### config.mk
export PLATFORM = sky130hd
export DESIGN_NAME = gpio_port_regs
export DESIGN_NICKNAME = d
export VERILOG_FILES = /design/src/rtl/gpio_pkg.sv /design/src/rtl/gpio_in_sync.sv /design/src/rtl/gpio_cfg_regs.sv /design/src/rtl/gpio_pad_drive.sv /design/src/rtl/gpio_bus_fsm.sv /design/src/rtl/gpio_port_regs.sv
export SDC_FILE = /design/constraint.sdc
export NUM_CORES = 1
export LEC_CHECK = 0
export ABC_AREA = 1
export BUFFER_PORTS_ARGS = -buffer_cell sky130_fd_sc_hd__buf_4
export CAP_MARGIN = 10
export CORE_MARGIN = 2
export CORE_UTILIZATION = 55
export CTS_CLUSTER_DIAMETER = 60
export DETAILED_ROUTE_END_ITERATION = 8
export PLACE_DENSITY = 0.8
export SLEW_MARGIN = 25
export SYNTH_ARGS = -nofsm -noshare
export SYNTH_HDL_FRONTEND = slang
export SYNTH_SLANG_ARGS = --single-unit
### constraint.sdc
create_clock -name clk -period 1.2 [get_ports clk]
set_clock_uncertainty 0.05 [all_clocks]
set_input_delay 0.06 -clock clk [delete_from_list [all_inputs] [get_ports clk]]
set_output_delay 0.06 -clock clk [all_outputs]
set_load 0.02 [all_outputs]
### src/rtl/gpio_pkg.sv
package gpio_pkg;
    localparam int GP_PINS = 8;
    localparam int GP_AW   = 3;

    typedef enum logic [GP_AW-1:0] {
        RG_DOUT  = 3'd0,
        RG_DIR   = 3'd1,
        RG_OTYPE = 3'd2,
        RG_PEN   = 3'd3,
        RG_PSEL  = 3'd4,
        RG_LVL   = 3'd5,
        RG_LOCK  = 3'd6,
        RG_DIN   = 3'd7
    } gp_reg_e;

    localparam int GP_CFG_REGS = 6;

    typedef enum logic {
        ST_IDLE = 1'b0,
        ST_RESP = 1'b1
    } gp_bus_st_e;
endpackage

### src/rtl/gpio_in_sync.sv
module gpio_in_sync #(
    parameter int WIDTH  = 8,
    parameter int STAGES = 2
) (
    input  logic             clk,
    input  logic             rst_n,
    input  logic [WIDTH-1:0] d_in,
    output logic [WIDTH-1:0] d_sync
);
    logic [WIDTH-1:0] stage_q [STAGES];

    generate
        for (genvar s = 0; s < STAGES; s++) begin : g_stage
            always_ff @(posedge clk or negedge rst_n) begin
                if (!rst_n)
                    stage_q[s] <= '0;
                else if (s == 0)
                    stage_q[s] <= d_in;
                else
                    stage_q[s] <= stage_q[(s > 0) ? s - 1 : 0];
            end
        end
    endgenerate

    assign d_sync = stage_q[STAGES-1];
endmodule

### src/rtl/gpio_cfg_regs.sv
module gpio_cfg_regs
    import gpio_pkg::*;
#(
    parameter int PINS = GP_PINS,
    parameter int AW   = GP_AW
) (
    input  logic            clk,
    input  logic            rst_n,
    input  logic            wr_en,
    input  logic [AW-1:0]   wr_addr,
    input  logic [PINS-1:0] wr_data,
    input  logic [PINS-1:0] wr_mask,
    output logic [PINS-1:0] cfg_q [GP_CFG_REGS],
    output logic [PINS-1:0] lock_q
);
    logic [PINS-1:0] upd_mask;
    assign upd_mask = wr_mask & ~lock_q;

    generate
        for (genvar r = 0; r < GP_CFG_REGS; r++) begin : g_reg
            always_ff @(posedge clk or negedge rst_n) begin
                if (!rst_n)
                    cfg_q[r] <= '0;
                else if (wr_en && (wr_addr == AW'(r)))
                    cfg_q[r] <= (cfg_q[r] & ~upd_mask) | (wr_data & upd_mask);
            end
        end
    endgenerate

    always_ff @(posedge clk or negedge rst_n) begin
        if (!rst_n)
            lock_q <= '0;
        else if (wr_en && (wr_addr == AW'(RG_LOCK)))
            lock_q <= lock_q | (wr_data & wr_mask);
    end

    generate
        for (genvar p = 0; p < PINS; p++) begin : g_chk
            // a locked pin keeps every configuration bit
            a_r7_locked_dout: assert property (@(posedge clk) disable iff (!rst_n)
                lock_q[p] |=> $stable(cfg_q[RG_DOUT][p]));
            a_r7_locked_dir: assert property (@(posedge clk) disable iff (!rst_n)
                lock_q[p] |=> $stable(cfg_q[RG_DIR][p]));
            a_r7_locked_otype: assert property (@(posedge clk) disable iff (!rst_n)
                lock_q[p] |=> $stable(cfg_q[RG_OTYPE][p]));
            // lock bits never fall outside reset
            a_r8_lock_sticky: assert property (@(posedge clk) disable iff (!rst_n)
                lock_q[p] |=> lock_q[p]);
        end
    endgenerate
endmodule

### src/rtl/gpio_pad_drive.sv
module gpio_pad_drive #(
    parameter int PINS = 8
) (
    input  logic            clk,
    input  logic            rst_n,
    input  logic [PINS-1:0] dout,
    input  logic [PINS-1:0] dir,
    input  logic [PINS-1:0] odrain,
    input  logic [PINS-1:0] pull_en,
    input  logic [PINS-1:0] pull_sel,
    input  logic [PINS-1:0] lvl,
    output logic [PINS-1:0] pad_oe,
    output logic [PINS-1:0] pad_out,
    output logic [PINS-1:0] pad_pull_up,
    output logic [PINS-1:0] pad_pull_dn,
    output logic [PINS-1:0] pad_lv_sel
);
    generate
        for (genvar p = 0; p < PINS; p++) begin : g_pin
            always_comb begin
                if (odrain[p]) begin
                    pad_oe[p]  = dir[p] & ~dout[p];
                    pad_out[p] = 1'b0;
                end else begin
                    pad_oe[p]  = dir[p];
                    pad_out[p] = dout[p];
                end
                pad_pull_up[p] = pull_en[p] & ~pull_sel[p];
                pad_pull_dn[p] = pull_en[p] &  pull_sel[p];
                pad_lv_sel[p]  = lvl[p];
            end

            // open-drain pins never drive high
            a_r3_od_no_high: assert property (@(posedge clk) disable iff (!rst_n)
                odrain[p] |-> !(pad_oe[p] && pad_out[p]));
            // never both pulls at once
            a_r4_pull_excl: assert property (@(posedge clk) disable iff (!rst_n)
                $onehot0({pad_pull_up[p], pad_pull_dn[p]}));
            // an input pin is never enabled
            a_r2_input_off: assert property (@(posedge clk) disable iff (!rst_n)
                !dir[p] |-> !pad_oe[p]);
        end
    endgenerate
endmodule

### src/rtl/gpio_bus_fsm.sv
module gpio_bus_fsm
    import gpio_pkg::*;
#(
    parameter int PINS = GP_PINS,
    parameter int AW   = GP_AW
) (
    input  logic            clk,
    input  logic            rst_n,
    input  logic            bus_en,
    input  logic            bus_we,
    input  logic [AW-1:0]   bus_addr,
    input  logic [PINS-1:0] cfg_q [GP_CFG_REGS],
    input  logic [PINS-1:0] lock_q,
    input  logic [PINS-1:0] din_sync,
    output logic            wr_en,
    output logic [PINS-1:0] bus_rdata,
    output logic            bus_rvalid
);
    gp_bus_st_e state_q, state_d;
    logic       rd_req;
    logic [PINS-1:0] rd_mux;

    assign rd_req = bus_en && !bus_we;
    assign wr_en  = bus_en &&  bus_we;

    always_comb begin
        unique case (state_q)
            ST_IDLE: state_d = rd_req ? ST_RESP : ST_IDLE;
            ST_RESP: state_d = rd_req ? ST_RESP : ST_IDLE;
            default: state_d = ST_IDLE;
        endcase
    end

    always_ff @(posedge clk or negedge rst_n) begin
        if (!rst_n)
            state_q <= ST_IDLE;
        else
            state_q <= state_d;
    end

    always_comb begin
        if (bus_addr == AW'(RG_LOCK))
            rd_mux = lock_q;
        else if (bus_addr == AW'(RG_DIN))
            rd_mux = din_sync;
        else
            rd_mux = cfg_q[bus_addr < AW'(GP_CFG_REGS) ? bus_addr : '0];
    end

    always_ff @(posedge clk or negedge rst_n) begin
        if (!rst_n)
            bus_rdata <= '0;
        else if (rd_req)
            bus_rdata <= rd_mux;
    end

    always_comb bus_rvalid = (state_q == ST_RESP);

    // a read request is answered on the following cycle
    a_r10_rvalid_follows: assert property (@(posedge clk) disable iff (!rst_n)
        rd_req |=> bus_rvalid);
    a_r10_rvalid_only_read: assert property (@(posedge clk) disable iff (!rst_n)
        !rd_req |=> !bus_rvalid);
endmodule

### src/rtl/gpio_port_regs.sv
module gpio_port_regs
    import gpio_pkg::*;
#(
    parameter int PINS        = GP_PINS,
    parameter int AW          = GP_AW,
    parameter int SYNC_STAGES = 2
) (
    input  logic            clk,
    input  logic            rst_n,
    input  logic            bus_en,
    input  logic            bus_we,
    input  logic [AW-1:0]   bus_addr,
    input  logic [PINS-1:0] bus_wdata,
    input  logic [PINS-1:0] bus_wmask,
    output logic [PINS-1:0] bus_rdata,
    output logic            bus_rvalid,
    input  logic [PINS-1:0] pad_in,
    output logic [PINS-1:0] pad_oe,
    output logic [PINS-1:0] pad_out,
    output logic [PINS-1:0] pad_pull_up,
    output logic [PINS-1:0] pad_pull_dn,
    output logic [PINS-1:0] pad_lv_sel
);
    logic [PINS-1:0] cfg_q [GP_CFG_REGS];
    logic [PINS-1:0] lock_q;
    logic [PINS-1:0] din_sync;
    logic            wr_en;

    gpio_in_sync #(.WIDTH(PINS), .STAGES(SYNC_STAGES)) u_sync (
        .clk    (clk),
        .rst_n  (rst_n),
        .d_in   (pad_in),
        .d_sync (din_sync)
    );

    gpio_bus_fsm #(.PINS(PINS), .AW(AW)) u_bus (
        .clk        (clk),
        .rst_n      (rst_n),
        .bus_en     (bus_en),
        .bus_we     (bus_we),
        .bus_addr   (bus_addr),
        .cfg_q      (cfg_q),
        .lock_q     (lock_q),
        .din_sync   (din_sync),
        .wr_en      (wr_en),
        .bus_rdata  (bus_rdata),
        .bus_rvalid (bus_rvalid)
    );

    gpio_cfg_regs #(.PINS(PINS), .AW(AW)) u_regs (
        .clk     (clk),
        .rst_n   (rst_n),
        .wr_en   (wr_en),
        .wr_addr (bus_addr),
        .wr_data (bus_wdata),
        .wr_mask (bus_wmask),
        .cfg_q   (cfg_q),
        .lock_q  (lock_q)
    );

    gpio_pad_drive #(.PINS(PINS)) u_pad (
        .clk         (clk),
        .rst_n       (rst_n),
        .dout        (cfg_q[RG_DOUT]),
        .dir         (cfg_q[RG_DIR]),
        .odrain      (cfg_q[RG_OTYPE]),
        .pull_en     (cfg_q[RG_PEN]),
        .pull_sel    (cfg_q[RG_PSEL]),
        .lvl         (cfg_q[RG_LVL]),
        .pad_oe      (pad_oe),
        .pad_out     (pad_out),
        .pad_pull_up (pad_pull_up),
        .pad_pull_dn (pad_pull_dn),
        .pad_lv_sel  (pad_lv_sel)
    );
endmodule

==> results of run 1 <==
==> cell type report <==
class                      count  area (µm²)  share of cell area
clock buffer                  11         141              0.0250
clock inverter                 5        55.1             0.00974
tap                           96         120              0.0213
inverter                      65         244              0.0432
timing repair buffer         155        1350               0.238
sequential                    81        2030               0.360
multi-input combinational    343        1710               0.302
==> worst max-delay path, cell delays in order, from the launching register on <==
cell	delay (ps)
dfrtp_1	400
buf_6	140
a21oi_2	110
buf_4	150
==> kinds of logic after synthesis <==
kind of cell,after synthesis,synth area share
buffers and inverters,78,0.0840
AOI/OAI and AO/OA,103,0.142
and+or+nand+nor,240,0.258
DFF,81,0.516
==> per-stage QoR <==
stage / util / power (mW) / setup TNS [ps]
after global routing: 0.823 / 5.82 / -1260
after floorplan: - / 3.21 / 0
after CTS: 0.785 / 5.59 / -220
after global placement: 0.712 / 3.56 / -255
after detailed placement: 0.712 / 3.57 / -1200
final: 0.823 / 5.64 / -220
==> cell usage after synthesis <==
library cell / count
a21boi_0: 4
a21oi_1: 17
buf_4: 10
clkbuf_1: 3
dfrtp_1: 81
inv_1: 62
inv_2: 3
nand2_1: 177
nand2_2: 3
nand2_4: 2
nand3_1: 10
nor2_1: 37
nor2_2: 1
nor2_4: 6
nor3_4: 2
o211ai_1: 2
o21ai_0: 60
o21ai_1: 5
o22ai_1: 7
o31ai_1: 8
or2_0: 2
==> repair_timing <==
action	CTS	global route
setup endpoints to repair	13	65
pin swaps	4	20
hold buffers	20	0
resized for setup	16	58
setup buffers	9	12
hold endpoints to repair	100	0
==> power by group <==
part           switching, mW  internal [mW]  total, mW
combinational          0.432          0.335      0.767
sequential            0.0524           2.80       2.86
clock                   1.00           1.01       2.02
==> layout by cell type (no fill, tap or decap), drive strengths merged <==
cell type	count
clkinvlp	2
clkinv	2
o211ai	2
dlygate4sd3	20
o21ai	65
o22ai	7
nor2	44
inv	65
clkbuf	11
or2	2
nand2	182
bufinv	1
o31ai	8
nand3	10
buf	135
nor3	2
a21oi	17
dfrtp	81
a21boi	4
==> per-layer routing <==
metal	global-route usage	routed length (µm)	part of all wire
met1	0.402	4800	0.41
met4	0.120	313	0.027
met3	0.0550	856	0.073
met2	0.489	5780	0.49
met5	0	0	0
==> worst min-delay path by stage <==
stage                 start                           end  slack [ps]  cells after the start
2_1_floorplan         rst_n                     async pin        -290                      0
3_3_place_gp          rst_n  u_regs.lock_q[3]$_DFFE_PN0P_          70                      2
3_5_place_dp          rst_n  u_regs.lock_q[3]$_DFFE_PN0P_          70                      2
4_1_cts        bus_wdata[7]                          flop         0.8                      3
5_1_grt        bus_wdata[7]                          flop          30                      3
6_report       bus_wdata[7]                          flop          -4                      3
==> metrics.txt, run 1 <==
outcome complete, but fails checks; failing checks negative hold slack, negative setup slack; initial core utilization 0.572; first-pass GRT wire length 17700 µm; cells on worst reg2reg path 7; Synth Instances 502; worst relative slew slack 0.601; Placed Instances 700; synthesized area per cell 7.83 µm²; total die area 7840 µm²; Die X 88.5 µm; final worst setup slack -48.7 ps; Leakage 2.87 nW; diode count 0; RSZ-0062 raised after global routing yes; Worst-Margin Slew 598 ps; cell type with the highest aggregate area in the netlist dfrtp_1; H-tree levels 3; initial antenna violation count 0; total wire length 11800 µm; Worst Setup Start Kind flop; Post-route DRC 0; pwr dens 998 nW/µm²; critical path class reg2out; Post-Syn Area 3930 µm²; nets 686; worst setup path endpoint pad_oe[3]; Max VDD drop 0.803 mV; die height 88.5 µm; Max clock buf depth 2; RR Endpoint u_bus.bus_rdata[1]$_DFFE_PN0P_; TritonCTS clock tree done; num ports 80; hold crit path type in2reg; worst-skew pair later-pin latency 350 ps; critical path endpoint category output port; Ys Warns 0; vias in the first global route 3741; reg-to-reg slack, setup -40 ps; Setup-failing EPs final 12; pin count of the biggest net entering global routing 82; input/output buffers 79; Core Area 6870 µm²; Setup WS pre-CTS -87.6 ps; number of synthesized register bits 81; via count 4032; Layout area overhead 43.8%; crit share post-route 1.04; cts bufs inserted 9; final instance area 5650 µm²; fin cells 756; All-Layer GR Usage 0.301; synth top area cells dfrtp_1, nand2_1, o21ai_0; DRT iter0 DRCs 413; maxcap violations 0; critical path data required time 1090 ps; router iterations before antenna repair 5; Yosys cell types 21; Slew Limit Fails 0; DP Wirelength 7620 µm; Area after DPL 4890 µm²; Post-DRT Antenna Nets 0; crit path time final 1250 ps; Fillers 438; WL per Instance 15.5 µm; fmax 801 MHz; peak fanout along the critical path 3; Final Hold Viols 1; CP Data Arrival Time 1140 ps; share of the synthesized area in the top cell type 0.516; cell row count 30; sequential area share after synthesis 0.516; grt total ovfl 0; layout cells sized above 1 0.318; hold slack -4.40 ps; Clock Tree Root clkbuf_8; GPL Wtd Cong 0.927; Vias/cell 5.33; Post-Syn Nets 533; # clock sinks 81; Worst-path clk slew 90 ps
(Power assumes the default switching activity.)
==> run 2, diff against run 1 <==
- CORE_MARGIN: 2 -> not set
- SLEW_MARGIN: 25 -> 30
==> run 2 against run 1 <==
Effect of this change:
- the flow still finishes with violations (negative hold slack, negative setup slack)
- fmax is 0.44% higher
- worst setup slack improved by 5.4 ps
- flip-flop and latch count stayed put
- total power up 4.4%
- highest routed layer unchanged
==> metrics.txt, run 2 (same netlist as run 1, synthesis figures left out) <==
outcome complete, but fails checks; failing checks negative hold slack, negative setup slack; pin count of the biggest net entering global routing 82 (unchanged); cell row count 30 (unchanged); Hold Startpoint bus_wdata[5]; critical path data required time 1090 ps (about the same); critical path endpoint category output port; Max clock buf depth 2 (unchanged); total chip power 5.89 mW (+4.4%); Flop pwr share 0.485 (-0.022); DP Wirelength 7720 µm (+1.4%); cells on worst reg2reg path 10 (+3); WL per Instance 16.5 µm (+6.3%); die height 86.5 µm (-2.3%); All-Layer GR Usage 0.335 (+0.0345); num ports 80 (unchanged); combinational share of power 0.133 (-0.003); Vias/cell 5.59 (+4.7%); pwr dens 1040 nW/µm² (+4.5%); RR Endpoint u_bus.bus_rdata[4]$_DFFE_PN0P_; total die area 7490 µm² (-4.5%); final worst setup slack -43.3 ps (+5.41 ps); worst-skew pair later-pin latency 370 ps (+20 ps); RSZ-0062 raised after global routing yes; setup TNS -304 ps (-83.3 ps); Slew Limit Fails 0 (unchanged); hold path depth 3 (unchanged); worst relative slew slack 0.580 (-0.0213); # clock sinks 81 (unchanged); Post-route DRC 0 (unchanged); via count 4217 (+4.6%); fin cells 755 (-0.13%); peak fanout along the critical path 4 (+1); router iterations before antenna repair 5 (unchanged); Post-DRT Antenna Nets 0 (unchanged); multi-input combinational cell area 1700 µm² (-0.81%); Clock Power Share 0.382 (+0.025); Layout area overhead 43.7% (about the same); Max VDD drop 0.914 mV (+14%); layout cells sized above 1 0.313 (-0.00559); CP Data Arrival Time 1130 ps (about the same); post-route core utilization 0.827 (+0.00415); Die X 86.5 µm (-2.3%); TritonCTS clock tree done; final instance area 5650 µm² (about the same); vias in the first global route 4061 (+8.6%); Worst-Margin Slew 630 ps (+31.9 ps); total wire length 12500 µm (+6.1%); commonest non-fill, non-tap cell in the layout nand2_1; Setup WS pre-CTS -159 ps (-71.2 ps); nets 685 (-0.15%); DRT iter0 DRCs 357 (-14%); input/output buffers 79 (unchanged); diode count 0 (unchanged); most frequent cells in the layout nand2_1, buf_4, dfrtp_1; register area 2030 µm² (about the same); grt total ovfl 0 (unchanged); Area after DPL 4880 µm² (-0.10%); Worst-path clk slew 90 ps (about the same); fmax 804 MHz (+0.44%); critical path class reg2out; cts bufs inserted 9 (unchanged); Sw Ratio 0.267 (+0.00260); crit share post-route 1.04 (-0.00451); initial core utilization 0.575 (+0.00314); hold crit path type in2reg; Core Area 6830 µm² (-0.55%); Setup-failing EPs final 15 (+3); H-tree levels 3 (unchanged); Worst Setup Start Kind flop; Final Hold Viols 1 (unchanged); maxcap violations 0 (unchanged); crit path time final 1240 ps (-5.41 ps); Clock Tree Root clkbuf_8; Placed Instances 701 (+0.14%); Net Sw Power 1.57 mW (+5.5%); Leakage 2.86 nW (-0.41%); Fillers 413 (-5.7%); GPL Wtd Cong 0.890 (-4.0%); first-pass GRT wire length 19000 µm (+7.3%); reg-to-reg slack, setup -30 ps (about the same); initial antenna violation count 0 (unchanged); internal power 4.32 mW (+4.1%); hold slack -4.97 ps (-0.570 ps)
[run 2: repair_timing]
| item | in CTS | in global routing |
|---|---|---|
| gates cloned | 0 | 0 |
| setup buffers | 10 | 7 |
| gates resized for setup | 15 | 57 |
| pin swaps | 3 | 22 |
| endpoints found under the setup margin | 11 | 71 |
| hold endpoints to repair | 102 | 0 |
| hold buffers | 22 | 0 |
[run 2: worst max-delay path, cell delays in order (launching register included)]
cell     delay (ps)
dfrtp_1         450
a21oi_2         180
buf_6           140
[run 2: power groups by stage]
| stage | clock, mW | combinational (mW) | sequential (mW) |
|---|---|---|---|
| 4_1_cts | 2.21 | 0.740 | 2.85 |
| 6_report | 2.25 | 0.783 | 2.86 |
| 5_1_grt | 2.33 | 0.847 | 2.86 |
| 2_1_floorplan | 0 | 0.263 | 2.94 |
| 3_3_place_gp | 0 | 0.658 | 2.90 |
| 3_5_place_dp | 0 | 0.673 | 2.90 |
[run 2: metal layers]
layer | wire length, µm | track usage | vias to the layer above
met3 | 1020 | 0.0667 | 81
li1 | - | - | 1887
met1 | 4800 | 0.429 | 1988
met5 | 0 | 0 | -
met4 | 750 | 0.180 | 0
met2 | 5900 | 0.540 | 261
[run 2: worst max path at each step]
stage           startpoint                        endpoint  slack, ps  cells past startpoint
6_report              flop                       pad_oe[4]        -40                      2
3_3_place_gp   bus_addr[2]  u_bus.bus_rdata[1]$_DFFE_PN0P_        -70                     10
4_1_cts               flop                       pad_oe[1]        -10                      2
5_1_grt               flop  u_bus.bus_rdata[4]$_DFFE_PN0P_       -150                     10
2_1_floorplan  bus_addr[2]  u_bus.bus_rdata[6]$_DFFE_PN0P_        140                     10
3_5_place_dp   bus_addr[2]  u_bus.bus_rdata[1]$_DFFE_PN0P_       -160                     10
[run 2: cell type report]
| type | instances | share of cell area |
|---|---|---|
| Inverter | 65 | 0.0432 |
| Clock buffer | 10 | 0.0226 |
| Tap cell | 96 | 0.0213 |
| Timing Repair Buffer | 154 | 0.237 |
| Multi-Input combinational cell | 343 | 0.300 |
| Clock inverter | 6 | 0.0162 |
| Sequential cell | 81 | 0.360 |
